## config.mk

```make
export PLATFORM = sky130hd
export DESIGN_NAME = flut_cell
export DESIGN_NICKNAME = d
export VERILOG_FILES = /design/src/rtl/flut_pkg.sv /design/src/rtl/flut_cfg_chain.sv /design/src/rtl/flut_half.sv /design/src/rtl/flut_lut_core.sv /design/src/rtl/flut_out_stage.sv /design/src/rtl/flut_cell.sv
export SDC_FILE = /design/constraint.sdc
export NUM_CORES = 1
export LEC_CHECK = 0
export ABC_AREA = 1
export BUFFER_PORTS_ARGS = -buffer_cell sky130_fd_sc_hd__buf_2
export CORE_MARGIN = 1
export CORE_UTILIZATION = 30
export DETAILED_ROUTE_END_ITERATION = 16
export GPL_TIMING_DRIVEN = 0
export PLACE_DENSITY = 0.55
export SLEW_MARGIN = 5
export SYNTH_ARGS = -nofsm -noshare
export SYNTH_HDL_FRONTEND = slang
export SYNTH_HIERARCHICAL = 1
export SYNTH_SLANG_ARGS = --single-unit
export TNS_END_PERCENT = 100
```

## constraint.sdc

```tcl
create_clock -name clk -period 3.5 [get_ports clk]
set_input_delay 0.525 -clock clk [delete_from_list [all_inputs] [get_ports clk]]
set_output_delay 0.525 -clock clk [all_outputs]
set_load 0.02 [all_outputs]
```

## src/rtl/flut_pkg.sv

```systemverilog
package flut_pkg;

    // Operating modes held in configuration bits 65:64
    typedef enum logic [1:0] {
        MODE_LUT6  = 2'b00,
        MODE_DUAL5 = 2'b01,
        MODE_DUAL4 = 2'b10,
        MODE_EXT7  = 2'b11
    } flut_mode_e;

    // Number of output lanes, each with one flip-flop
    localparam int FLUT_LANES = 2;

    // Register state of the output stage
    typedef struct packed {
        logic [FLUT_LANES-1:0] cap;
    } flut_regs_t;

endpackage

```

## src/rtl/flut_cfg_chain.sv

```systemverilog
module flut_cfg_chain #(
    parameter int CFG_W = 68
) (
    input  logic             clk,
    input  logic             rst,
    input  logic             cfg_en,
    input  logic             cfg_si,
    output logic [CFG_W-1:0] cfg_q,
    output logic             cfg_so
);

    logic [CFG_W-1:0] chain_d;
    logic [CFG_W-1:0] chain_q;

    always_comb begin
        chain_d = chain_q;
        if (cfg_en) begin
            chain_d = {chain_q[CFG_W-2:0], cfg_si};
        end
    end

    always_ff @(posedge clk) begin
        if (rst) begin
            chain_q <= '0;
        end else begin
            chain_q <= chain_d;
        end
    end

    assign cfg_q  = chain_q;
    assign cfg_so = chain_q[CFG_W-1];

    // nothing moves while shifting is disabled
    p_cfg_hold_r2: assert property (@(posedge clk) disable iff (rst)
        !cfg_en |=> $stable(cfg_so) && $stable(cfg_q));

    // scan output advances by one position per enabled edge
    p_scan_step_r1: assert property (@(posedge clk) disable iff (rst)
        cfg_en |=> cfg_so == $past(cfg_q[CFG_W-2]) && cfg_q[0] == $past(cfg_si));

    // reset wipes the configuration word
    p_cfg_clear_r3: assert property (@(posedge clk)
        rst |=> cfg_q == '0);

endmodule

```

## src/rtl/flut_half.sv

```systemverilog
module flut_half #(
    parameter int IDX_W   = 5,
    parameter int STAGE_W = 3
) (
    input  logic [(1<<IDX_W)-1:0] mask,
    input  logic [IDX_W-1:0]      idx,
    output logic                  y
);

    localparam int STAGE_BITS = 1 << STAGE_W;
    localparam int NUM_STAGES = 1 << (IDX_W - STAGE_W);

    logic [NUM_STAGES-1:0] stage_y;

    // First level: small 3-input table stages sharing the low index bits
    for (genvar s = 0; s < NUM_STAGES; s++) begin : g_stage
        logic [STAGE_BITS-1:0] seg;
        assign seg        = mask[s*STAGE_BITS +: STAGE_BITS];
        assign stage_y[s] = seg[idx[STAGE_W-1:0]];
    end

    // Second level: selector tree over the stage results
    assign y = stage_y[idx[IDX_W-1:STAGE_W]];

endmodule

```

## src/rtl/flut_lut_core.sv

```systemverilog
module flut_lut_core
    import flut_pkg::*;
#(
    parameter int IDX_W   = 5,
    parameter int STAGE_W = 3
) (
    input  logic [(2<<IDX_W)-1:0] mask,
    input  flut_mode_e            mode,
    input  logic [7:0]            din,
    output logic [1:0]            lane_c,
    output logic                  half_a_y,
    output logic                  half_b_y
);

    localparam int HALF_BITS = 1 << IDX_W;

    logic [IDX_W-1:0] idx_a;
    logic [IDX_W-1:0] idx_b;

    // Mode-controlled swap multiplexers in front of each half
    always_comb begin
        idx_a = din[IDX_W-1:0];
        idx_b = din[IDX_W-1:0];
        case (mode)
            MODE_LUT6: begin
                idx_a = din[4:0];
                idx_b = din[4:0];
            end
            MODE_DUAL5: begin
                idx_a = din[4:0];
                idx_b = {din[7], din[6], din[5], din[1], din[0]};
            end
            MODE_DUAL4: begin
                idx_a = {1'b0, din[3:0]};
                idx_b = {1'b0, din[7:4]};
            end
            MODE_EXT7: begin
                idx_a = {din[6], din[3], din[2], din[1], din[0]};
                idx_b = {din[6], din[3], din[5], din[1], din[0]};
            end
            default: begin
                idx_a = din[4:0];
                idx_b = din[4:0];
            end
        endcase
    end

    flut_half #(
        .IDX_W  (IDX_W),
        .STAGE_W(STAGE_W)
    ) u_half_a (
        .mask(mask[HALF_BITS-1:0]),
        .idx (idx_a),
        .y   (half_a_y)
    );

    flut_half #(
        .IDX_W  (IDX_W),
        .STAGE_W(STAGE_W)
    ) u_half_b (
        .mask(mask[2*HALF_BITS-1:HALF_BITS]),
        .idx (idx_b),
        .y   (half_b_y)
    );

    // Output selection per mode
    always_comb begin
        lane_c = {half_b_y, half_a_y};
        case (mode)
            MODE_LUT6:  lane_c = {din[7], din[5] ? half_b_y : half_a_y};
            MODE_DUAL5: lane_c = {half_b_y, half_a_y};
            MODE_DUAL4: lane_c = {half_b_y, half_a_y};
            MODE_EXT7:  lane_c = {din[7], din[4] ? half_b_y : half_a_y};
            default:    lane_c = {half_b_y, half_a_y};
        endcase
    end

endmodule

```

## src/rtl/flut_out_stage.sv

```systemverilog
module flut_out_stage
    import flut_pkg::*;
(
    input  logic                  clk,
    input  logic                  rst,
    input  logic [FLUT_LANES-1:0] lane_c,
    input  logic [FLUT_LANES-1:0] bypass,
    output logic [FLUT_LANES-1:0] dout
);

    flut_regs_t regs_d;
    flut_regs_t regs_q;

    always_comb begin
        regs_d     = regs_q;
        regs_d.cap = lane_c;
    end

    always_ff @(posedge clk) begin
        if (rst) begin
            regs_q <= '0;
        end else begin
            regs_q <= regs_d;
        end
    end

    for (genvar i = 0; i < FLUT_LANES; i++) begin : g_lane
        assign dout[i] = bypass[i] ? lane_c[i] : regs_q.cap[i];
    end

    // flip-flops cleared by reset
    p_reg_clear_r3: assert property (@(posedge clk)
        rst |=> regs_q.cap == '0);

endmodule

```

## src/rtl/flut_cell.sv

```systemverilog
module flut_cell
    import flut_pkg::*;
#(
    parameter int IDX_W   = 5,
    parameter int STAGE_W = 3
) (
    input  logic       clk,
    input  logic       rst,
    input  logic       cfg_en,
    input  logic       cfg_si,
    output logic       cfg_so,
    input  logic [7:0] din,
    output logic [1:0] dout
);

    localparam int MASK_W   = 2 << IDX_W;
    localparam int MODE_LSB = MASK_W;
    localparam int BYP_LSB  = MASK_W + 2;
    localparam int CFG_W    = MASK_W + 2 + FLUT_LANES;

    logic [CFG_W-1:0]      cfg_q;
    logic [MASK_W-1:0]     mask;
    flut_mode_e            mode;
    logic [FLUT_LANES-1:0] bypass;
    logic [1:0]            lane_c;
    logic                  half_a_y;
    logic                  half_b_y;

    flut_cfg_chain #(
        .CFG_W(CFG_W)
    ) u_cfg (
        .clk   (clk),
        .rst   (rst),
        .cfg_en(cfg_en),
        .cfg_si(cfg_si),
        .cfg_q (cfg_q),
        .cfg_so(cfg_so)
    );

    assign mask   = cfg_q[MASK_W-1:0];
    assign mode   = flut_mode_e'(cfg_q[MODE_LSB+1:MODE_LSB]);
    assign bypass = cfg_q[BYP_LSB+FLUT_LANES-1:BYP_LSB];

    flut_lut_core #(
        .IDX_W  (IDX_W),
        .STAGE_W(STAGE_W)
    ) u_core (
        .mask    (mask),
        .mode    (mode),
        .din     (din),
        .lane_c  (lane_c),
        .half_a_y(half_a_y),
        .half_b_y(half_b_y)
    );

    flut_out_stage u_out (
        .clk   (clk),
        .rst   (rst),
        .lane_c(lane_c),
        .bypass(bypass),
        .dout  (dout)
    );

    // the spare input reaches lane 1 in single-table mode
    p_lut6_spare_r4: assert property (@(posedge clk) disable iff (rst)
        mode == MODE_LUT6 |-> lane_c[1] == din[7]);

    // selector input picks between the two half results
    p_ext_low_r7: assert property (@(posedge clk) disable iff (rst)
        (mode == MODE_EXT7 && !din[4]) |-> lane_c[0] == half_a_y);
    p_ext_high_r7: assert property (@(posedge clk) disable iff (rst)
        (mode == MODE_EXT7 && din[4]) |-> lane_c[0] == half_b_y);

    // bypassed output follows the lane, registered output lags one edge
    p_bypass_r8: assert property (@(posedge clk) disable iff (rst)
        bypass[0] |-> dout[0] == lane_c[0]);
    p_reg_path_r8: assert property (@(posedge clk) disable iff (rst)
        (!bypass[1] && !$past(rst)) |-> dout[1] == $past(lane_c[1]));

endmodule

```

# [Word-level counts from Yosys, hierarchy flattened]
# Index checks and enable logic that the tools add are counted.
[word_totals] wordCells=39 in_bits=12 output_inout_bits=3 regBits=70
[classes] n_eq_ne=3 reduce_logical=3 muxes=27 n_lt_le_gt_ge=4
[op_table] operator="binary-select mux 1 bit (select 3 bit)" count=8
[op_table] operator="case mux 5 bit (4 select lines)" count=1
[op_table] operator="case mux 5 bit (3 select lines)" count=1
[op_table] operator="two-way mux 1 bit" count=14
[op_table] operator="< comparator 3 x 4 -> 1 bit (second input constant)" count=2
[op_table] operator="< comparator 2 x 3 -> 1 bit (second input constant)" count=2
[op_table] operator="case mux 2 bit (3 select lines)" count=1
[op_table] operator="binary-select mux 1 bit (select 2 bit)" count=2
[op_table] operator="== test 2 bit (second input constant)" count=2
[op_table] operator="OR reduction 2 bit" count=2
[op_table] operator="== test 2 x 1 -> 1 bit (second input constant)" count=1
[op_table] operator="zero test 2 bit" count=1

# [Depth between registers and ports, before layout]
# Gate-level depths: netlist (run 1).
[logic_depth] ltp_word=10 ltp_mapped=25 ltp_nobuf=22

# [By module]
# Netlist (run 1), hierarchy kept.
[modules_own_cells] mod="flut_cfg_chain" area_per_inst_um2=2790.2 seq_area_each_um2=1361.3 cells_per_inst=432 n_inst=1
[modules_own_cells] mod="flut_half" area_per_inst_um2=375.4 seq_area_each_um2=0.0 cells_per_inst=78 n_inst=2
[modules_own_cells] mod="flut_lut_core" area_per_inst_um2=246.5 seq_area_each_um2=0.0 cells_per_inst=44 n_inst=1
[modules_own_cells] mod="flut_out_stage" area_per_inst_um2=85.1 seq_area_each_um2=40.0 cells_per_inst=14 n_inst=1

# [Least setup slack after synthesis (run 1)]
# Ideal clock, no wire load.
[synth_timing] path_type="register to output" start="register u_cfg.chain_q[64], in the netlist u_cfg/cfg_q[64]" end="output port dout[0]" required_ns=2.975 path_stages_with_launch=26 arrival_time_ns=2.243 path_buffers=3 setup_slack_ns=0.732 cell_sequence="dfxtp_1 inv_1 ha_1 inv_2 buf_6 nand3_1 o21ai_0 buf_6 inv_6 buf_12 nand2_2 nand3_1 nand3_1 nand2_1 nand2_1 nand2_1 nand2_1 nand2_1 inv_1 nand2_1 nand3_1 nand2_1 nand2_1 nand2_1 nand2_1 nand2_1"
[synth_between] elab_chain_cells=9 elab_cells_between_ends=24 classes_between="3 x eq/ne; 18 x mux; 3 x reduce/logical"
[synth_rtl] element="start, declared" line_no="flut_cfg_chain.sv:13" rtl="logic [CFG_W-1:0] chain_q;"
[synth_rtl] element="start signal, assigned" line_no="flut_cfg_chain.sv:26" rtl="chain_q <= chain_d;"
[synth_rtl] element="== test 2 bit, or another cell as far along" line_no="flut_lut_core.sv:24" rtl="case (mode)"
[synth_rtl] element="case mux 5 bit (4 select lines) (*)" line_no="flut_lut_core.sv:24"
[synth_rtl] element="via u_core.idx_b[0]" line_no="flut_lut_core.sv:18" rtl="logic [IDX_W-1:0] idx_b;"
[synth_rtl] element="binary-select mux 1 bit (select 3 bit)" line_no="flut_half.sv:19" rtl="assign stage_y[s] = seg[idx[STAGE_W-1:0]];"
[synth_rtl] element="two-way mux 1 bit (implied by the code)" line_no="flut_half.sv:19"
[synth_rtl] element="binary-select mux 1 bit (select 2 bit) (*)" line_no="flut_half.sv:23" rtl="assign y = stage_y[idx[IDX_W-1:STAGE_W]];"
[synth_rtl] element="two-way mux 1 bit (implied by the code) (*)" line_no="flut_half.sv:23"
[synth_rtl] element="via half_b_y" line_no="flut_cell.sv:27" rtl="logic half_b_y;"
[synth_rtl] element="two-way mux 1 bit, on equally long branches" line_no="flut_lut_core.sv:73, flut_lut_core.sv:70"
[synth_rtl] element="case mux 2 bit (3 select lines) (*)" line_no="flut_lut_core.sv:69" rtl="case (mode)"
[synth_rtl] element="via lane_c[0]" line_no="flut_cell.sv:25" rtl="logic [1:0] lane_c;"
[synth_rtl] element="two-way mux 1 bit (*)" line_no="flut_out_stage.sv:28" rtl="assign dout[i] = bypass[i] ? lane_c[i] : regs_q.cap[i];"
[synth_rtl] element="end, declared" line_no="flut_cell.sv:13" rtl="output logic [1:0] dout"
# The timed path passes the listed nets; every way through them passes the cells marked *. The select of a mux whose other input is x is not followed.

# [Worst setup path after layout (run 1)]
[layout_timing] start="register u_cfg.chain_q[65], in the netlist u_cfg/cfg_q[65]" end="output port dout[0]"
# Same word-level chain as after synthesis.

==> results of run 1 <==
flip-flops by register name, summed over array words and instances (netlist names):
| name | count |
|---|---|
| u_cfg/cfg_q | 68 |
| u_out/regs_q | 2 |
kinds of logic (layout without fill, tap and decap cells):
family / Yosys count / count (layout) / share of synthesized area
flip-flops: 70 / 70 / 0.362
other: 0 / 2 / 0
buffers and inverters: 123 / 158 / 0.157
AO/OA/AOI/OAI: 9 / 9 / 0.0132
AND/OR/NAND/NOR: 439 / 439 / 0.452
adder cells (fa/ha/maj): 5 / 5 / 0.0162
placed cells by master, fill, tap and decap left out, drive strengths merged, types with 2 or more instances in the layout:
master / netlist / layout
nor2: 139 / 139
diode: 0 / 2
buf: 28 / 47
nand3: 57 / 57
nand2: 242 / 242
ha: 5 / 5
clkbuf: 4 / 16
bufinv: 0 / 2
dfxtp: 70 / 70
clkinv: 0 / 2
inv: 91 / 91
o21ai: 5 / 5
worst paths after layout:
check,endpoint
max reg2reg,u_out/regs_q[0]
min reg2reg,u_cfg/cfg_q[5]
min,u_out/regs_q[0]
max,dout[0]
layout make-up:
class	count	area, um2
Fill cell	1398	8000
Multi-Input combinational cell	453	1910
Sequential cell	70	1410
Inverter	91	359
Clock buffer	11	253
Buffer	31	241
Tap cell	172	215
Timing Repair Buffer	21	150
Clock inverter	4	70.1
Antenna cell	2	5.00
routing by layer:
layer | up-vias | track usage
met1 | 1584 | 0.182
met5 | - | 0
li1 | 1967 | -
met3 | 11 | 0.0476
met4 | 2 | 0.0496
met2 | 52 | 0.265
report_power, final:
group | internal, mW | leakage, nW | switching, mW
Sequential | 0.850 | 0.580 | 0.0413
Clock | 0.656 | 0.161 | 0.336
Combinational | 0.156 | 1.54 | 0.227
Total | 1.66 | 2.29 | 0.604
repair_timing:
item	4_1_cts	5_1_grt
buffers inserted	2	4
setup endpoints to repair	1	2
pin swaps	0	5
gates resized for setup	5	24
cloned	0	2
hold buffers	0	0
stage by stage:
step / hold slack, ns / cell area [um2] / setup TNS [ns] / setup WS [ns]
final: 0.379 / 4620 / 0 / 0.232
after global routing: 0.371 / 4610 / -0.00236 / -0.00236
after detailed placement: 0.477 / 4150 / 0 / 0.262
after global placement: 0.474 / 4150 / 0 / 0.314
after CTS: 0.372 / 4500 / 0 / 0.0113
after floorplan: 0.463 / 3870 / 0 / 0.732
==> impl_metrics.yaml, run 1 <==
floorplanning:
  core_um2: 12600
  dieArea_um2: 13400
  ios: 15
  start_util: 0.307
  row_count: 41
  die_y_um: 116
  die_x_um: 116
worst_setup_path:
  critPathKind: "reg -> out"
  cp_slowest_cell: "dfxtp_4"
  r2r-start: "u_cfg/cfg_q[65]"
  crit_path_start_kind: "flop"
  cpLargestDelayFamily: "simple AND/OR/NAND/NOR gates"
  cp_max_fo: 6
  cp.arrival_ns: 2.74
  crit_top_cell: "nand2_1"
  setup.worst_path.start: "u_cfg/cfg_q[65]"
  required_ns: 2.97
  cpPeakStageDelay_ns: 0.38
  reg2reg_setup_slack_ns: 1.06
  worstSetupEndpointType: "output port"
  crit_buf_inv: 7
  r2r_cells: 25
  crit_cells: 25
hold_path:
  whs_path_depth: 2
  hp-class: "in -> reg"
  min-delay-start: "rst"
drt:
  dr.pass1.iters: 4
  drc: 0
  dr_wl_met3_um: 453
  vias: 3616
  wl_per_cell_um: 10.9
  dr.first_iter.drc_count: 232
  wl_met1_um: 4340
  drt-total-wl_um: 9300
  drtAntennaViolNets: 0
  top_layer: "met5"
  dr_wl_met2_um: 4410
  avgViaCountPerCell: 4.23
yosys:
  ys_ff_latch: 70
  syn_area_per_cell_um2: 5.99
  syn_nets: 663
  synth_top_area_share: 0.362
  ys_warn_count: 6
  synth_ff_type: "dfxtp_1"
  synth.most_common_cell: "nand2_1"
  synthTopCellsByCount: "nand2_1, nor2_1, inv_1"
  ys_types: 20
  synthTopCellsByArea: "dfxtp_1, nand2_1, nor2_1"
  netlist_instances: 646
  ys_async_sr_fraction: 0
  yosys.area.top_type: "dfxtp_1"
  syn_area_um2: 3870
  seq_area_frac_synth: 0.362
  synth_edf_count: 0
timing:
  max_slew_margin: 0.686
  slew_violations: 0
  clock.fmax_ghz: 0.306
  final-hold-violation-count: 0
  setup_viol: 0
  skew_ns: 0.00577
  fin_crit_sh: 0.934
  worst_pin_slew_ns: 0.471
  fin_crit_ns: 3.27
placed_design:
  post-dp-hpwl_um: 6230
  gp_congestion: 0.768
  portBuffers: 13
  dp.cells: 831
pwr:
  finalPower_mw: 2.27
  p_leak_nw: 2.29
  power_density_nw_per_um2: 491
  ir_worst_vdd_mv: 0.249
cells_and_area:
  drive_gt1_frac: 0.142
  final_core_utilization: 0.366
  stdcell_count: 855
  final_nets: 694
  synthToLayoutAreaGrowth_pct: 19.2
clocking:
  htree_levels: 3
  clk_path_buf_depth: 2
  clock_latency_ns: 0.33
  cts_tree: "built"
  path_clk_slew_ns: 0.06
  cts_root_buffer: "clkbuf_16"
  cts_buffers: 9
  clkSinkCount: 70
run_status:
  status: "completed"
grt:
  grt_max_degree: 12
  grt_pass1_wl_um: 16000
  grt_overflow: 0
  antenna_found_initial: 3
  track_usage: 0.154
  grt_pass1_vias: 3412
job:
  maxCapViolations: 0
(Power assumes the default switching activity.)
==> inputs of run 2 (changes only) <==
CAP_MARGIN = 30   (was not set)
PLACE_DENSITY = 0.49   (was 0.55)
TNS_END_PERCENT = 50   (was 100)
==> run 2 against run 1 <==
Count of clock-buffer cells in the layout is 1 higher. Power hardly changed. Fmax is 2.0% lower. Largest cell class unchanged. Design area is 1.3% higher. Highest routed layer unchanged. Worst setup slack worse by 0.067 ns. Sequential share of layout area is 0.38 points lower. Non-clock buffer count is 2 higher. Via count is 0.72% higher. Clock skew is 0.0011 ns lower. Utilization is 0.47 points higher. Final cell count is 0.23% higher. Critical endpoint unchanged. Global-route usage is 0.59 points lower.
==> impl_metrics.yaml, run 2 (synthesis results as in run 1) <==
clocking:
  htree_levels: 3
  clock_latency_ns: 0.33
  clkSinkCount: 70
  cts_root_buffer: "clkbuf_16"
  cts_buffers: 9
  cts_tree: "built"
  path_clk_slew_ns: 0.06
  clk_path_buf_depth: 2
worst_setup_path:
  worstSetupEndpointType: "output port"
  crit_path_start_kind: "flop"
  required_ns: 2.97
  setup.worst_path.start: "u_cfg/cfg_q[65]"
  reg2reg_setup_slack_ns: 1.09
  cp.arrival_ns: 2.81
  cp_max_fo: 7
  critPathKind: "reg -> out"
  cp-endpoint: "dout[0]"
  r2r-end: "u_out/regs_q[0]"
  r2r-start: "u_cfg/cfg_q[65]"
  r2r_cells: 25
timing:
  clock.fmax_ghz: 0.300
  holdWs_ns: 0.384
  final-hold-violation-count: 0
  fin_crit_sh: 0.953
  skew_ns: 0.00464
  fin_crit_ns: 3.34
  slew_violations: 0
  worst_pin_slew_ns: 0.503
  max_slew_margin: 0.665
  setup_tns_ns: 0
  setup_viol: 0
pwr:
  p_switching_mw: 0.610
  p_int_mw: 1.66
  ir_worst_vdd_mv: 0.248
  power_frac_comb: 0.174
  p_leak_nw: 2.31
  power_density_nw_per_um2: 485
  switching_share: 0.269
  power_frac_seq: 0.394
  clkPwrFrac: 0.432
cells_and_area:
  drive_gt1_frac: 0.148
  mostFrequentLayoutCells: "nand2_1, nor2_1, inv_1, dfxtp_1, nand3_1"
  final_common_cell: "nand2_1"
  synthToLayoutAreaGrowth_pct: 20.7
  final_nets: 696
  largest_register_ffs: 68
grt:
  grt_pass1_vias: 3258
  track_usage: 0.148
  grt_pass1_wl_um: 15400
  antenna_found_initial: 2
  grt_overflow: 0
  grt_max_degree: 12
drt:
  drtAntennaViolNets: 0
  wl_met1_um: 4500
  drt-total-wl_um: 9480
  dr.first_iter.drc_count: 181
  top_layer: "met5"
  drc: 0
  dr_wl_met2_um: 4450
  dr.pass1.iters: 6
  avgViaCountPerCell: 4.25
  wl_per_cell_um: 11.1
  dr_wl_met3_um: 327
  vias: 3642
floorplanning:
  start_util: 0.307
  row_count: 41
  ios: 15
  dieArea_um2: 13400
  die_y_um: 116
  core_um2: 12600
  die_x_um: 116
placed_design:
  post-dp-hpwl_um: 6410
  gp_congestion: 0.754
  portBuffers: 13
job:
  maxCapViolations: 0
run_status:
  status: "completed"
hold_path:
  hp-class: "in -> reg"
## run 2: cell count changes in the layout (fill, tap and decap cells not counted), moves of 2 or more
| cell | before | now |
|---|---|---|
| clkbuf_1 | 4 | 6 |
| buf_4 | 9 | 11 |
| nand3_1 | 56 | 53 |
| nand2_2 | 15 | 17 |
| nand2_1 | 227 | 225 |
| inv_2 | 6 | 4 |
| nand3_2 | 1 | 4 |
## run 2: worst min-delay path by stage
stage | slack (ns) | depth (start not counted) | startpoint | end
final | 0.38 | 2 | rst | u_out/regs_q[0]
after detailed placement | 0.48 | 2 | u_cfg/cfg_q[35] | u_cfg/cfg_q[35]
after floorplan | 0.46 | 2 | u_cfg/cfg_q[10] | u_cfg/cfg_q[10]
after CTS | 0.37 | 2 | rst | u_out/regs_q[0]
after global placement | 0.47 | 2 | u_cfg/cfg_q[49] | u_cfg/cfg_q[49]
after global routing | 0.38 | 2 | rst | u_out/regs_q[0]
## run 2: layer usage
layer,vias up,global-route usage
li1,1970,-
met1,1614,0.181
met2,41,0.252
met3,15,0.0424
met4,2,0.0470
met5,-,0
## run 2: power by group through the flow
stage | Clock (mW) | Combinational, mW | Sequential [mW]
floorplan | 0 | 0.273 | 0.899
global placement | 0 | 0.349 | 0.907
detailed placement | 0 | 0.352 | 0.909
CTS | 1.00 | 0.362 | 0.892
global route | 1.04 | 0.449 | 0.900
finish | 0.980 | 0.395 | 0.892
## run 2: critical path: stages (launching register included)
cell and delay [ns]:
dfxtp_4 0.39, inv_4 0.05, ha_4 0.17, inv_2 0.06, buf_6 0.11, nand3_2 0.06
o21ai_2 0.06, buf_6 0.16, clkinv_8 0.07, buf_12 0.13, nand2_2 0.04, nand3_1 0.08
nand3_1 0.11, nand2_2 0.06, nand2_1 0.05, nand2_1 0.05, nand2_1 0.07, nand2_2 0.08
inv_2 0.06, nand2_1 0.05, nand3_1 0.08, nand2_1 0.07, nand2_1 0.09, nand2_2 0.07
nand2_1 0.07, nand2_1 0.06, buf_6 0.13
## run 2: timing repair
item,4_1_cts,5_1_grt
endpoints found under the setup margin,1,1
resized for setup,10,23
buffers inserted,2,5
pin swaps,0,13
cloned,0,2
hold buffers,0,0
## run 2: area by class of cell
cell class / instances / area (um2)
flip-flops and latches: 70 / 1410
well taps: 172 / 215
inverters: 91 / 367
multi-input cells: 453 / 1930
plain buffers: 32 / 262
clock buffers: 12 / 246
diodes: 1 / 2.50
fillers: 1411 / 7950
clock inverters: 4 / 70.1
repair buffers: 22 / 174
## run 2: per-stage QoR
step | cell area (um2) | power [mW] | util | worst slack, ns | cells
finish | 4670 | 2.27 | 0.370 | 0.164 | 857
global route | 4670 | 2.38 | 0.370 | -0.0269 | 856
CTS | 4510 | 2.26 | 0.358 | 0.0314 | 849
detailed placement | 4150 | 1.26 | 0.329 | 0.185 | 831
global placement | 4150 | 1.26 | 0.329 | 0.289 | 831
floorplan | 3870 | 1.17 | - | 0.732 | 646
==> inputs of run 3 (changes only) <==
CORE_MARGIN = not set   (was 1)
clock period = 3.1 ns   (was 3.5 ns; I/O delays follow)
==> run 3 against run 2 <==
Utilization up 2.1 points. Routed wire length rose by 3.6%. Largest cell class unchanged. Critical path type unchanged. Design area increased by 5.6%. Sequential power grew 13%. Critical endpoint unchanged. Clock power rose by 12%. The run now ends with setup timing left. Clock skew fell by 0.00054 ns. First-iteration DRC count increased by 11%.
==> impl_metrics.yaml, run 3 (synthesis results as in run 1) <==
timing:
  skew_ns: 0.00410
  grt_setup_unrepaired: "yes"
  setup_viol: 1
  fin_crit_ns: 3.16
  setup_tns_ns: -0.0569
  worst_pin_slew_ns: 0.495
  holdWs_ns: 0.329
  fin_ws_ns: -0.0569
  max_slew_margin: 0.670
  final-hold-violation-count: 0
  clock.fmax_ghz: 0.317
  fin_crit_sh: 1.02
  slew_violations: 0
placed_design:
  post_dp_cell_area_um2: 4150
  gp_congestion: 0.754
  portBuffers: 13
  post-dp-hpwl_um: 6410
  dp.cells: 831
job:
  maxCapViolations: 0
clocking:
  htree_levels: 3
  clkSinkCount: 70
  cts_buffers: 9
  cts_root_buffer: "clkbuf_16"
  cts_tree: "built"
  path_clk_slew_ns: 0.06
  postCtsHoldBufs: 0
  clock_latency_ns: 0.33
  clk_path_buf_depth: 2
floorplanning:
  ios: 15
  die_y_um: 116
  dieArea_um2: 13400
  core_um2: 12600
  start_util: 0.307
  row_count: 41
  die_x_um: 116
cells_and_area:
  multi_input_area_um2: 2050
  mostFrequentLayoutCells: "nand2_1, nor2_1, inv_1, dfxtp_1, nand3_1"
  largest_register_ffs: 68
  ff_latch_area_um2: 1410
  final_core_utilization: 0.391
  final_nets: 711
  synthToLayoutAreaGrowth_pct: 27.4
  drive_gt1_frac: 0.195
  final_area_um2: 4930
  final_common_cell: "nand2_1"
  fillCellCount: 1399
  stdcell_count: 872
pwr:
  ir_worst_vdd_mv: 0.269
  power_density_nw_per_um2: 530
  p_switching_mw: 0.707
  power_frac_comb: 0.195
  clkPwrFrac: 0.419
  switching_share: 0.270
  p_leak_nw: 2.44
  power_frac_seq: 0.386
  p_int_mw: 1.91
grt:
  grt_pass1_vias: 3422
  grt_overflow: 0
  track_usage: 0.157
  grt_pass1_wl_um: 16200
  antenna_found_initial: 2
  grt_max_degree: 12
drt:
  vias: 3716
  dr.first_iter.drc_count: 201
  drc: 0
  wl_per_cell_um: 11.3
  dr.pass1.iters: 4
  avgViaCountPerCell: 4.26
  drtAntennaViolNets: 0
  drt-total-wl_um: 9820
worst_setup_path:
  critPathKind: "reg -> out"
  crit_chain: "inv_4, ha_4, nor3_4, o21ai_2, buf_6, inv_8, buf_16, nand2_2, nand3_2, nand3_2, nand2_1, nand2_1, nand2_1, nand2_1, nand2_2, inv_2, nand2_2, nand3_2, nand2_1, nand2_1, nand2_2, nand2_1, nand2_1, buf_6"
  crit_top_cell: "nand2_1"
  crit_path_start_kind: "flop"
  crit_buf_inv: 6
  worstSetupEndpointType: "output port"
  cp.arrival_ns: 2.69
  cpLargestDelayFamily: "simple AND/OR/NAND/NOR gates"
  cpPeakStageDelay_ns: 0.38
  cp_max_fo: 5
  cp_slowest_cell: "dfxtp_4"
  required_ns: 2.63
run_status:
  violations: "setup timing"
  status: "complete, but fails checks"
hold_path:
  hp-class: "in -> reg"
==> run 3: worst reg2reg max path, stage by stage, from the launching register on <==
cell and delay (ns):
dfxtp_4 0.38, inv_4 0.05, ha_4 0.17, nor3_4 0.20
o21ai_2 0.07, buf_6 0.15, inv_8 0.08, buf_16 0.12
nand2_2 0.06, nand3_2 0.07, nand3_2 0.06, nand2_1 0.08
nand2_1 0.05, nand2_1 0.05, nand2_1 0.05, nand2_2 0.11
inv_2 0.05, nand2_2 0.05, nand3_2 0.06, nand2_1 0.07
nand2_1 0.06, nand2_2 0.08, inv_1 0.04, nor2_1 0.06
==> run 3: final cells by class <==
type / count / area share
Clock buffer: 12 / 0.0499
Antenna cell: 1 / 0.000507
Tap cell: 172 / 0.0436
Sequential cell: 70 / 0.285
Timing Repair Buffer: 38 / 0.0659
Clock inverter: 4 / 0.0142
Multi-Input combinational cell: 453 / 0.415
Inverter: 91 / 0.0743
Buffer: 31 / 0.0507
==> run 3: through the flow <==
step / power (mW) / setup slack [ns]
after floorplan: 1.32 / 0.392
after global placement: 1.42 / -0.0513
after detailed placement: 1.42 / -0.155
after CTS: 2.62 / -0.0791
after global routing: 2.76 / -0.238
final: 2.62 / -0.0569
==> run 3: path summary, 6_finish.rpt <==
| check | from | endpoint | slack [ns] | cells after the start |
|---|---|---|---|---|
| max reg2reg | u_cfg/cfg_q[65] | u_out/regs_q[0] | 0.82 | 23 |
| max | u_cfg/cfg_q[65] | dout[0] | -0.06 | 24 |
| min | rst | u_out/regs_q[0] | 0.33 | 2 |
| min reg2reg | u_cfg/cfg_q[35] | u_cfg/cfg_q[35] | 0.48 | 2 |
==> run 3: metal layers <==
metal | vias to the layer above | share of wire | track usage
met3 | 6 | 0.042 | 0.0439
met2 | 49 | 0.49 | 0.274
met4 | 2 | 0.0062 | 0.0504
met5 | - | 0.0013 | 0
li1 | 2001 | - | -
met1 | 1658 | 0.46 | 0.187
==> run 3: power by group through the flow <==
| stage | clock network, mW | logic (mW) | registers (mW) |
|---|---|---|---|
| after floorplan | 0 | 0.308 | 1.01 |
| after global placement | 0 | 0.394 | 1.02 |
| after CTS | 1.13 | 0.483 | 1.01 |
| after global routing | 1.17 | 0.574 | 1.02 |
| final | 1.10 | 0.511 | 1.01 |
| after detailed placement | 0 | 0.397 | 1.03 |
==> run 3: what timing repair did <==
item,CTS,global route
endpoints found under the hold margin,0,0
gates resized for setup,47,18
endpoints found under the setup margin,2,2
pin swaps,15,11
buffers inserted,17,6
gates cloned,2,0
